--- src/rtl/vcmp_pkg.sv ---
package vcmp_pkg;
  localparam logic [2:0] CMP_EQ  = 3'b000;
  localparam logic [2:0] CMP_NE  = 3'b001;
  localparam logic [2:0] CMP_LT  = 3'b100;
  localparam logic [2:0] CMP_GE  = 3'b101;
  localparam logic [2:0] CMP_LTU = 3'b110;
  localparam logic [2:0] CMP_GEU = 3'b111;

  typedef struct packed {
    logic load;
    logic step;
  } strobes_t;

  typedef enum logic [1:0] {ST_IDLE, ST_RUN, ST_WRITE, ST_FIN} state_e;
endpackage

--- src/rtl/vcmp_cmp.sv ---
module vcmp_cmp #(
  parameter int XLEN = 32
) (
  input  logic [2:0]      code,
  input  logic [XLEN-1:0] opA,
  input  logic [XLEN-1:0] opB,
  output logic            hit
);
  import vcmp_pkg::*;
  logic isLtS, isLtU, isEq;

  always_comb begin
    isEq  = (opA == opB);
    isLtU = (opA < opB);
    isLtS = ($signed(opA) < $signed(opB));
    case (code)
      CMP_EQ:  hit = isEq;
      CMP_NE:  hit = !isEq;
      CMP_LT:  hit = isLtS;
      CMP_GE:  hit = !isLtS;
      CMP_LTU: hit = isLtU;
      CMP_GEU: hit = !isLtU;
      default: hit = 1'b0;
    endcase
  end
endmodule

--- src/rtl/vcmp_dpath.sv ---
module vcmp_dpath #(
  parameter int XLEN  = 32,
  parameter int NREGS = 32,
  parameter int AW    = $clog2(NREGS),
  parameter int LENW  = $clog2(XLEN) + 1
) (
  input  logic                    clk,
  input  logic                    rstN,
  input  vcmp_pkg::strobes_t      stb,
  input  logic [AW-1:0]           srcA,
  input  logic [AW-1:0]           srcB,
  input  logic [AW-1:0]           dstIdx,
  input  logic [2:0]              cmpCode,
  input  logic [LENW-1:0]         vlIn,
  input  logic [NREGS*LENW-1:0]   vecLenTab,
  input  logic [XLEN-1:0]         rdDataA,
  input  logic [XLEN-1:0]         rdDataB,
  output logic [AW-1:0]           rdAddrA,
  output logic [AW-1:0]           rdAddrB,
  output logic [AW-1:0]           wrAddr,
  output logic [XLEN-1:0]         wrData,
  output logic                    takenQ,
  output logic                    bothScalarIn,
  output logic                    emptyIn,
  output logic                    lastElem
);
  localparam int IW = $clog2(XLEN);
  localparam logic [LENW-1:0] XLEN_L = LENW'(XLEN);

  logic [AW-1:0]   srcAQ, srcBQ, dstQ;
  logic [2:0]      codeQ;
  logic            vecAQ, vecBQ;
  logic [LENW-1:0] vlQ, idx, vlClamp;
  logic [XLEN-1:0] mask;
  logic            vecAIn, vecBIn, hit, branchQ;

  always_comb begin
    vecAIn       = vecLenTab[srcA*LENW +: LENW] > LENW'(1);
    vecBIn       = vecLenTab[srcB*LENW +: LENW] > LENW'(1);
    vlClamp      = (vlIn > XLEN_L) ? XLEN_L : vlIn;
    bothScalarIn = !vecAIn && !vecBIn;
    emptyIn      = (vlClamp == '0);
    branchQ      = !vecAQ && !vecBQ;
    lastElem     = (idx == vlQ - LENW'(1));
    rdAddrA      = srcAQ + (vecAQ ? AW'(idx) : '0);
    rdAddrB      = srcBQ + (vecBQ ? AW'(idx) : '0);
    wrAddr       = dstQ;
    wrData       = mask;
  end

  vcmp_cmp #(.XLEN(XLEN)) u_cmp (
    .code(codeQ), .opA(rdDataA), .opB(rdDataB), .hit(hit)
  );

  always_ff @(posedge clk or negedge rstN) begin
    if (!rstN) begin
      srcAQ <= '0; srcBQ <= '0; dstQ <= '0; codeQ <= '0;
      vecAQ <= 1'b0; vecBQ <= 1'b0; vlQ <= '0; idx <= '0;
      mask <= '0; takenQ <= 1'b0;
    end else if (stb.load) begin
      srcAQ <= srcA; srcBQ <= srcB; dstQ <= dstIdx; codeQ <= cmpCode;
      vecAQ <= vecAIn; vecBQ <= vecBIn; vlQ <= vlClamp; idx <= '0;
      mask <= '0; takenQ <= 1'b0;
    end else if (stb.step) begin
      if (branchQ) takenQ <= hit;
      else         mask[idx[IW-1:0]] <= hit;
      idx <= idx + LENW'(1);
    end
  end

  // a vector step never runs past the clamped length
  a_r2_step_in_range: assert property (@(posedge clk) disable iff (!rstN)
    (stb.step && !branchQ) |-> (idx < vlQ));

  // no mask bit at or above the length is ever set
  a_r6_upper_clear: assert property (@(posedge clk) disable iff (!rstN)
    (mask >> vlQ) == '0);
endmodule

--- src/rtl/vcmp_ctrl.sv ---
module vcmp_ctrl (
  input  logic               clk,
  input  logic               rstN,
  input  logic               start,
  input  logic               bothScalarIn,
  input  logic               emptyIn,
  input  logic               lastElem,
  output vcmp_pkg::strobes_t stb,
  output logic               wrEn,
  output logic               done,
  output logic               branchMode
);
  import vcmp_pkg::*;
  state_e state, nextState;
  logic   branchQ;

  always_comb begin
    stb       = '0;
    nextState = state;
    case (state)
      ST_IDLE: if (start) begin
        stb.load  = 1'b1;
        nextState = (!bothScalarIn && emptyIn) ? ST_WRITE : ST_RUN;
      end
      ST_RUN: begin
        stb.step = 1'b1;
        if (branchQ)       nextState = ST_FIN;
        else if (lastElem) nextState = ST_WRITE;
      end
      ST_WRITE: nextState = ST_FIN;
      default:  nextState = ST_IDLE;
    endcase
  end

  assign wrEn       = (state == ST_WRITE);
  assign done       = (state == ST_FIN);
  assign branchMode = branchQ;

  always_ff @(posedge clk or negedge rstN) begin
    if (!rstN) begin
      state   <= ST_IDLE;
      branchQ <= 1'b0;
    end else begin
      state <= nextState;
      if (stb.load) branchQ <= bothScalarIn;
    end
  end

  // completion follows the mask write directly and lasts one cycle
  a_r8_done_after_write: assert property (@(posedge clk) disable iff (!rstN)
    wrEn |=> done);
  a_r8_done_single: assert property (@(posedge clk) disable iff (!rstN)
    done |=> !done);
  // a scalar compare finishes without any write
  a_r7_branch_no_write: assert property (@(posedge clk) disable iff (!rstN)
    (stb.step && branchQ) |=> (done && !wrEn));
endmodule

--- src/rtl/vcmp_mask_unit.sv ---
module vcmp_mask_unit #(
  parameter int XLEN  = 32,
  parameter int NREGS = 32,
  parameter int AW    = $clog2(NREGS),
  parameter int LENW  = $clog2(XLEN) + 1
) (
  input  logic                  clk,
  input  logic                  rstN,
  input  logic                  start,
  input  logic [AW-1:0]         srcA,
  input  logic [AW-1:0]         srcB,
  input  logic [AW-1:0]         dstIdx,
  input  logic [2:0]            cmpCode,
  input  logic [LENW-1:0]       vlIn,
  input  logic [NREGS*LENW-1:0] vecLenTab,
  output logic [AW-1:0]         rdAddrA,
  input  logic [XLEN-1:0]       rdDataA,
  output logic [AW-1:0]         rdAddrB,
  input  logic [XLEN-1:0]       rdDataB,
  output logic                  wrEn,
  output logic [AW-1:0]         wrAddr,
  output logic [XLEN-1:0]       wrData,
  output logic                  done,
  output logic                  taken
);
  vcmp_pkg::strobes_t stb;
  logic takenQ, bothScalarIn, emptyIn, lastElem, branchMode;

  vcmp_ctrl u_ctrl (
    .clk(clk), .rstN(rstN), .start(start), .bothScalarIn(bothScalarIn),
    .emptyIn(emptyIn), .lastElem(lastElem), .stb(stb), .wrEn(wrEn),
    .done(done), .branchMode(branchMode)
  );

  vcmp_dpath #(.XLEN(XLEN), .NREGS(NREGS), .AW(AW), .LENW(LENW)) u_dpath (
    .clk(clk), .rstN(rstN), .stb(stb), .srcA(srcA), .srcB(srcB),
    .dstIdx(dstIdx), .cmpCode(cmpCode), .vlIn(vlIn), .vecLenTab(vecLenTab),
    .rdDataA(rdDataA), .rdDataB(rdDataB), .rdAddrA(rdAddrA),
    .rdAddrB(rdAddrB), .wrAddr(wrAddr), .wrData(wrData), .takenQ(takenQ),
    .bothScalarIn(bothScalarIn), .emptyIn(emptyIn), .lastElem(lastElem)
  );

  assign taken = done && branchMode && takenQ;

  // the decision is only ever presented alongside completion
  a_r7_taken_needs_done: assert property (@(posedge clk) disable iff (!rstN)
    taken |-> (done && !wrEn));
endmodule

--- config.mk ---
export PLATFORM = sky130hd
export DESIGN_NAME = vcmp_mask_unit
export DESIGN_NICKNAME = d
export VERILOG_FILES = /design/src/rtl/vcmp_pkg.sv /design/src/rtl/vcmp_cmp.sv /design/src/rtl/vcmp_dpath.sv /design/src/rtl/vcmp_ctrl.sv /design/src/rtl/vcmp_mask_unit.sv
export SDC_FILE = /design/constraint.sdc
export NUM_CORES = 1
export LEC_CHECK = 0
export BUFFER_PORTS_ARGS = -buffer_cell sky130_fd_sc_hd__clkbuf_2
export CORE_AREA = 3 3 129 131
export CTS_CLUSTER_DIAMETER = 80
export DETAILED_ROUTE_END_ITERATION = 10
export DIE_AREA = 0 0 132 134
export PLACE_DENSITY = 0.7
export SYNTH_ARGS = -nofsm -noshare
export SYNTH_HDL_FRONTEND = slang
export SYNTH_SLANG_ARGS = --single-unit
--- constraint.sdc ---
create_clock -name clk -period 6.5 [get_ports clk]
set_input_delay 1.3 -clock clk [delete_from_list [all_inputs] [get_ports clk]]
set_output_delay 1.3 -clock clk [all_outputs]
set_load 0.02 [all_outputs]
; ---- Yosys cells after proc, flatten, opt, wreduce, memory -nomap -nowiden
; Cells that the tools add are included.
[classes]
reduce_logical = 22
n_lt_le_gt_ge = 7
n_mul = 2
n_addsub = 4
div = 0
shifts = 2
eq_ne = 13
mux = 23
bitwise = 0
[ops]
columns = op, n
row1 = $shiftx 192x9->6, 2
row2 = $mux 32, 3
row3 = $lt 32x32->1, 2
row4 = $bwmux 32, 1
row5 = $eq 32x32->1, 1
row6 = $mux 6, 3
row7 = $mul 5x2->7 const B, 2
row8 = $eq 3x3->1 const B, 4
row9 = $gt 6x1->1 const B, 2
row10 = $add 5x5->5, 2
row11 = $mux 5, 2
row12 = $logic_not 1->1, 8
row13 = $mux 2, 4
row14 = $mux 1, 7
row15 = $add 6x1->6 const B, 1
row16 = $eq 6x6->1, 1
row17 = $gt 6x6->1 const B, 1
row18 = $logic_and 1x1->1, 6
row19 = $logic_not 6->1, 1
row20 = $lt 5x6->1 const B, 1
row21 = $pmux 1 s6, 1
row22 = $pmux 2 s3, 1
row23 = $reduce_and 2->1, 3
row24 = $sub 6x1->6 const B, 1
row25 = 10 further kinds, 13
[totals]
word_cells = 85
latchBits = 0
mem_count = 0
mem_bits_ro = 0
in_bits = 283
out_inout_bits = 50
ram_bits = 0
ff_bits = 68

; ---- Depth between registers and ports, before layout
[depth]
depth_word = 10
ltp_mapped = 11
ltp_nobuf = 10

; ---- Cells and area by module
; Synthesis repeated with hierarchy kept, for this count alone.
[hier_totals]
cells_unflattened = 675
area_unflattened_um2 = 5784.3
[by_module_without_submodules]
columns = mod, cells_each, seq_area_each_um2, instances, area_each_um2
row1 = vcmp_dpath, 531, 1626.6, 1, 4675.7
row2 = vcmp_cmp, 120, 0.0, 1, 864.6
row3 = vcmp_ctrl, 23, 75.1, 1, 237.7
row4 = vcmp_mask_unit, 1, 0.0, 1, 6.3

; ---- Worst setup path before layout
; OpenSTA, ideal clock, no wires.
[synth_timing]
path_kind = input-to-reg
from = in rdDataB[13]
to = reg u_dpath.mask[16] (netlist: u_dpath.wrData[16])
path_stages = 11
required_ns = 6.375
arrival_ns = 3.437
path_slack_ns = 2.938
setup_ns = 0.125
path_buffers = 1
cell_sequence = inv_1 > ha_1 > a21o_1 > a21o_1 > a221o_1 > a2111oi_4 > o221ai_2 > xnor2_2 > a31oi_4 > buf_6 > o21ai_2
[synth_via]
elab_chain_cells = 7
elab_cells_between_ends = 11
classes_between = 2 x order compare / 1 x eq/ne / 5 x mux / 3 x reduce/logical
[synth_lines]
columns = element, line
row1 = from (decl), vcmp_mask_unit.sv:19  ; input logic [XLEN-1:0] rdDataB,
row2 = "$lt 32x32->1, or another cell as far along", vcmp_cmp.sv:14  ; isLtU = (opA < opB);
row3 = $logic_not 1->1 (on tied branches), "vcmp_cmp.sv:22, vcmp_cmp.sv:18, vcmp_cmp.sv:20"
row4 = $pmux 1 s6 (*), vcmp_cmp.sv:16  ; case (code)
row5 = $bwmux 32 (*), vcmp_dpath.sv:66  ; else mask[idx[IW-1:0]] <= hit;
row6 = $mux 32 (*), vcmp_dpath.sv:65  ; if (branchQ) takenQ <= hit;
row7 = $mux 32 (*), vcmp_dpath.sv:64  ; end else if (stb.step) begin
row8 = $mux 32 (*), vcmp_dpath.sv:60  ; end else if (stb.load) begin
row9 = "to (signal, indexed assignment)", vcmp_dpath.sv:66
row10 = to (decl), vcmp_dpath.sv:34  ; logic [XLEN-1:0] mask;
; Mark *: on every way between the ends. The rest lies on a longest branch, timed or not. The select of a mux whose other input is x is not followed.
; A chain may end at the register's enable or synchronous reset.

; ---- Worst setup path after layout
[layout_timing]
from = in rdDataB[13]
to = reg u_dpath.mask[20] (netlist: u_dpath.wrData[20])
; Same word-level chain as after synthesis.

==> flow_metrics.tcl <==
set metrics [dict create \
    ctsHoldBuffers 0 \
    wl_um 21370 \
    met3_length_um 1655 \
    syn_inst 708 \
    grt_start_max_net_pins 69 \
    first_pass_iters 6 \
    relSlewSlack_pct 16.39 \
    core_area_um2 15710 \
    drive_above_1_share_pct 37.41 \
    antenna_found_initial 3 \
    worst-endpoint-arrival_ns 3.91 \
    ys_seq_elements 68 \
    grt_overflow 0 \
    layout_common_cells "clkbuf_2, nand2_1, dfrtp_1" \
    wl_met2_um 10470 \
    cts_buffers 9 \
    synth_cell_types 65 \
    clock_latency_ns 0.33 \
    drc 0 \
    gp_congestion 0.8905 \
    ys_async_sr_fraction_pct 100.0 \
    grtUsageTotal_pct 23.39 \
    worst-path-max-fanout 33 \
    synth-edff-count 0 \
    drv_slew 0 \
    final_nets 1318 \
    grt_pass1_wl_um 32990 \
    setup_violations 0 \
    hold_viol 0 \
    area.growth.synth_to_final_pct 31.79 \
    clk_pin_slew_worst_paths_ns 0.06 \
    post_cts_buffers 0 \
    io_pins 333 \
    die_area_um2 17690 \
    critical_path_class "in -> reg" \
    power.leakage_uw 0.004041 \
    fin_util_pct 49.98 \
    worst_pin_slew_ns 1.254 \
    p_per_area_nw_per_um2 286.2 \
    crit_required_ns 6.69 \
    clock_sinks 68 \
    yosys_warnings 0 \
    drv_cap 0 \
    ys_seq_area_share_pct 28.56 \
    start_kind "primary input" \
    status "complete, no violations" \
    clock_path_buffers 2 \
    htree_levels 3 \
    start_util_pct 37.92 \
    clockRootBuffer "clkbuf_16" \
    wl_per_cell_um 17.72 \
    die_h_um 134 \
    fin_setup_tns_ns 0 \
    finalCritPeriodShare_pct 57.34 \
    grt_pass1_vias 6399 \
    ctsResizeCount 0 \
    final_antenna_net_count 0 \
    fin_crit_ns 3.727 \
    syn_avg_cell_area_um2 8.416 \
    rows 46 \
    tritoncts "built" \
    hold_path.class "reg -> reg" \
    drt_iter0_drc 321 \
    synth_nets 1042 \
    fp.dieW_um 132 \
    grt_setup_unrepaired "no" \
    route.top_layer_used "met5" \
    post-dp-hpwl_um 16950 \
    vdd_drop_max_mv 0.1863 \
    viasPerCell 5.487 \
    num_vias 6617 \
    max_freq_mhz 268.3 \
    wl_met1_um 8606 \
    skew_ns 0.005699 \
    syn_area_um2 5958 \
    worst_setup_path_end_kind "flip-flop" \
    ys.flop_type "dfrtp_1" \
    port_buffers 300 \
    final_common_cell "clkbuf_2" \
]
## critical path, cell delays in order
cell and delay [ns]:
clkbuf_2 0.07, inv_1 0.03, ha_1 0.27, a21o_1 0.18, a21o_1 0.17, a221o_1 0.34
a2111oi_4 0.37, o221ai_2 0.17, xnor2_2 0.19, a31oi_4 0.18, buf_4 0.48, o21ai_1 0.15
## registers in the layout, summed over array words and instances, names as in the netlist, 2 cells and up
name / count
u_dpath.wrData: 32
u_dpath.vlQ: 6
u_ctrl.state: 2
u_dpath.wrAddr: 5
u_dpath.srcBQ: 5
u_dpath.codeQ: 3
u_dpath.srcAQ: 5
u_dpath.idx: 6
## cell usage after synthesis, types with 11 or more instances
| cell type | instances | area share (%) |
|---|---|---|
| nand2_1 | 78 | 4.9 |
| inv_1 | 55 | 3.5 |
| dfrtp_1 | 68 | 29 |
| clkbuf_1 | 23 | 1.4 |
| a21o_1 | 14 | 1.8 |
| a21oi_1 | 26 | 2.2 |
| nor3_1 | 29 | 2.4 |
| o21ai_0 | 15 | 1.3 |
| ha_1 | 49 | 10 |
| nand3_1 | 40 | 3.4 |
| a211oi_1 | 11 | 1.4 |
| nor2_1 | 44 | 2.8 |
| xnor2_1 | 12 | 1.8 |
| nor4_1 | 22 | 2.3 |
| o21ai_2 | 30 | 4.4 |
| o211ai_1 | 38 | 4.8 |
## power breakdown
part           internal [µW]  total (µW)  leakage (µW)  switching [µW]
registers                530         648      0.000902             118
clock network            268         445      0.000131             177
logic                    409        1160       0.00301             746
## logic make-up after synthesis
kind of cell             synth area share, %
multiplexers                           4.452
AO/OA/AOI/OAI                          22.81
buffers and inverters                  6.573
XOR/XNOR                               3.066
AND/OR/NAND/NOR                        23.58
flip-flops                             28.56
adder cells (fa/ha/maj)                10.96
## routing by layer
| metal | global-route usage [%] | vias up |
|---|---|---|
| met5 | 0 | - |
| met4 | 7.585 | 4 |
| met3 | 5.926 | 48 |
| met2 | 40.19 | 291 |
| met1 | 28.84 | 3090 |
| li1 | - | 3184 |
## area by class of cell
type	instances	area, µm²
diodes	1	2.502
clock buffers	14	254.0
clock inverters	2	10.01
fillers	1554	7860
inverters	57	214.0
multi-input cells	544	3869
flip-flops and latches	68	1702
well taps	216	270.3
repair buffers	304	1531
## final timing paths
path | cells after the start | from | slack, ns | endpoint
setup / recovery | 12 | rdDataB[13] | 2.77 | u_dpath.wrData[20]
hold / removal | 2 | u_dpath.wrAddr[2] | 0.47 | u_dpath.wrAddr[2]
hold reg to reg | 2 | u_dpath.wrAddr[2] | 0.47 | u_dpath.wrAddr[2]
max in group asynchronous | 2 | rstN | 4.71 | u_dpath.codeQ[0]
setup reg to reg | 7 | u_ctrl.state[0] | 3.98 | u_dpath.wrData[28]
min in group asynchronous | 2 | rstN | 1.18 | u_dpath.wrData[23]
## stage by stage
stage / hold WS (ns) / worst slack [ns] / total power, µW / instance area, µm² / instances
2_1_floorplan: 0.4523 / 2.938 / 1444 / 5958 / 708
5_1_grt: 0.4961 / 2.653 / 2420 / 7853 / 1206
6_report: 0.4729 / 2.773 / 2248 / 7853 / 1206
3_3_place_gp: 0.4602 / 2.451 / 1795 / 7586 / 1189
4_1_cts: 0.4775 / 2.754 / 2267 / 7850 / 1205
3_5_place_dp: 0.4638 / 2.418 / 1818 / 7586 / 1189
Note: power is estimated with default switching activity, not from simulation.
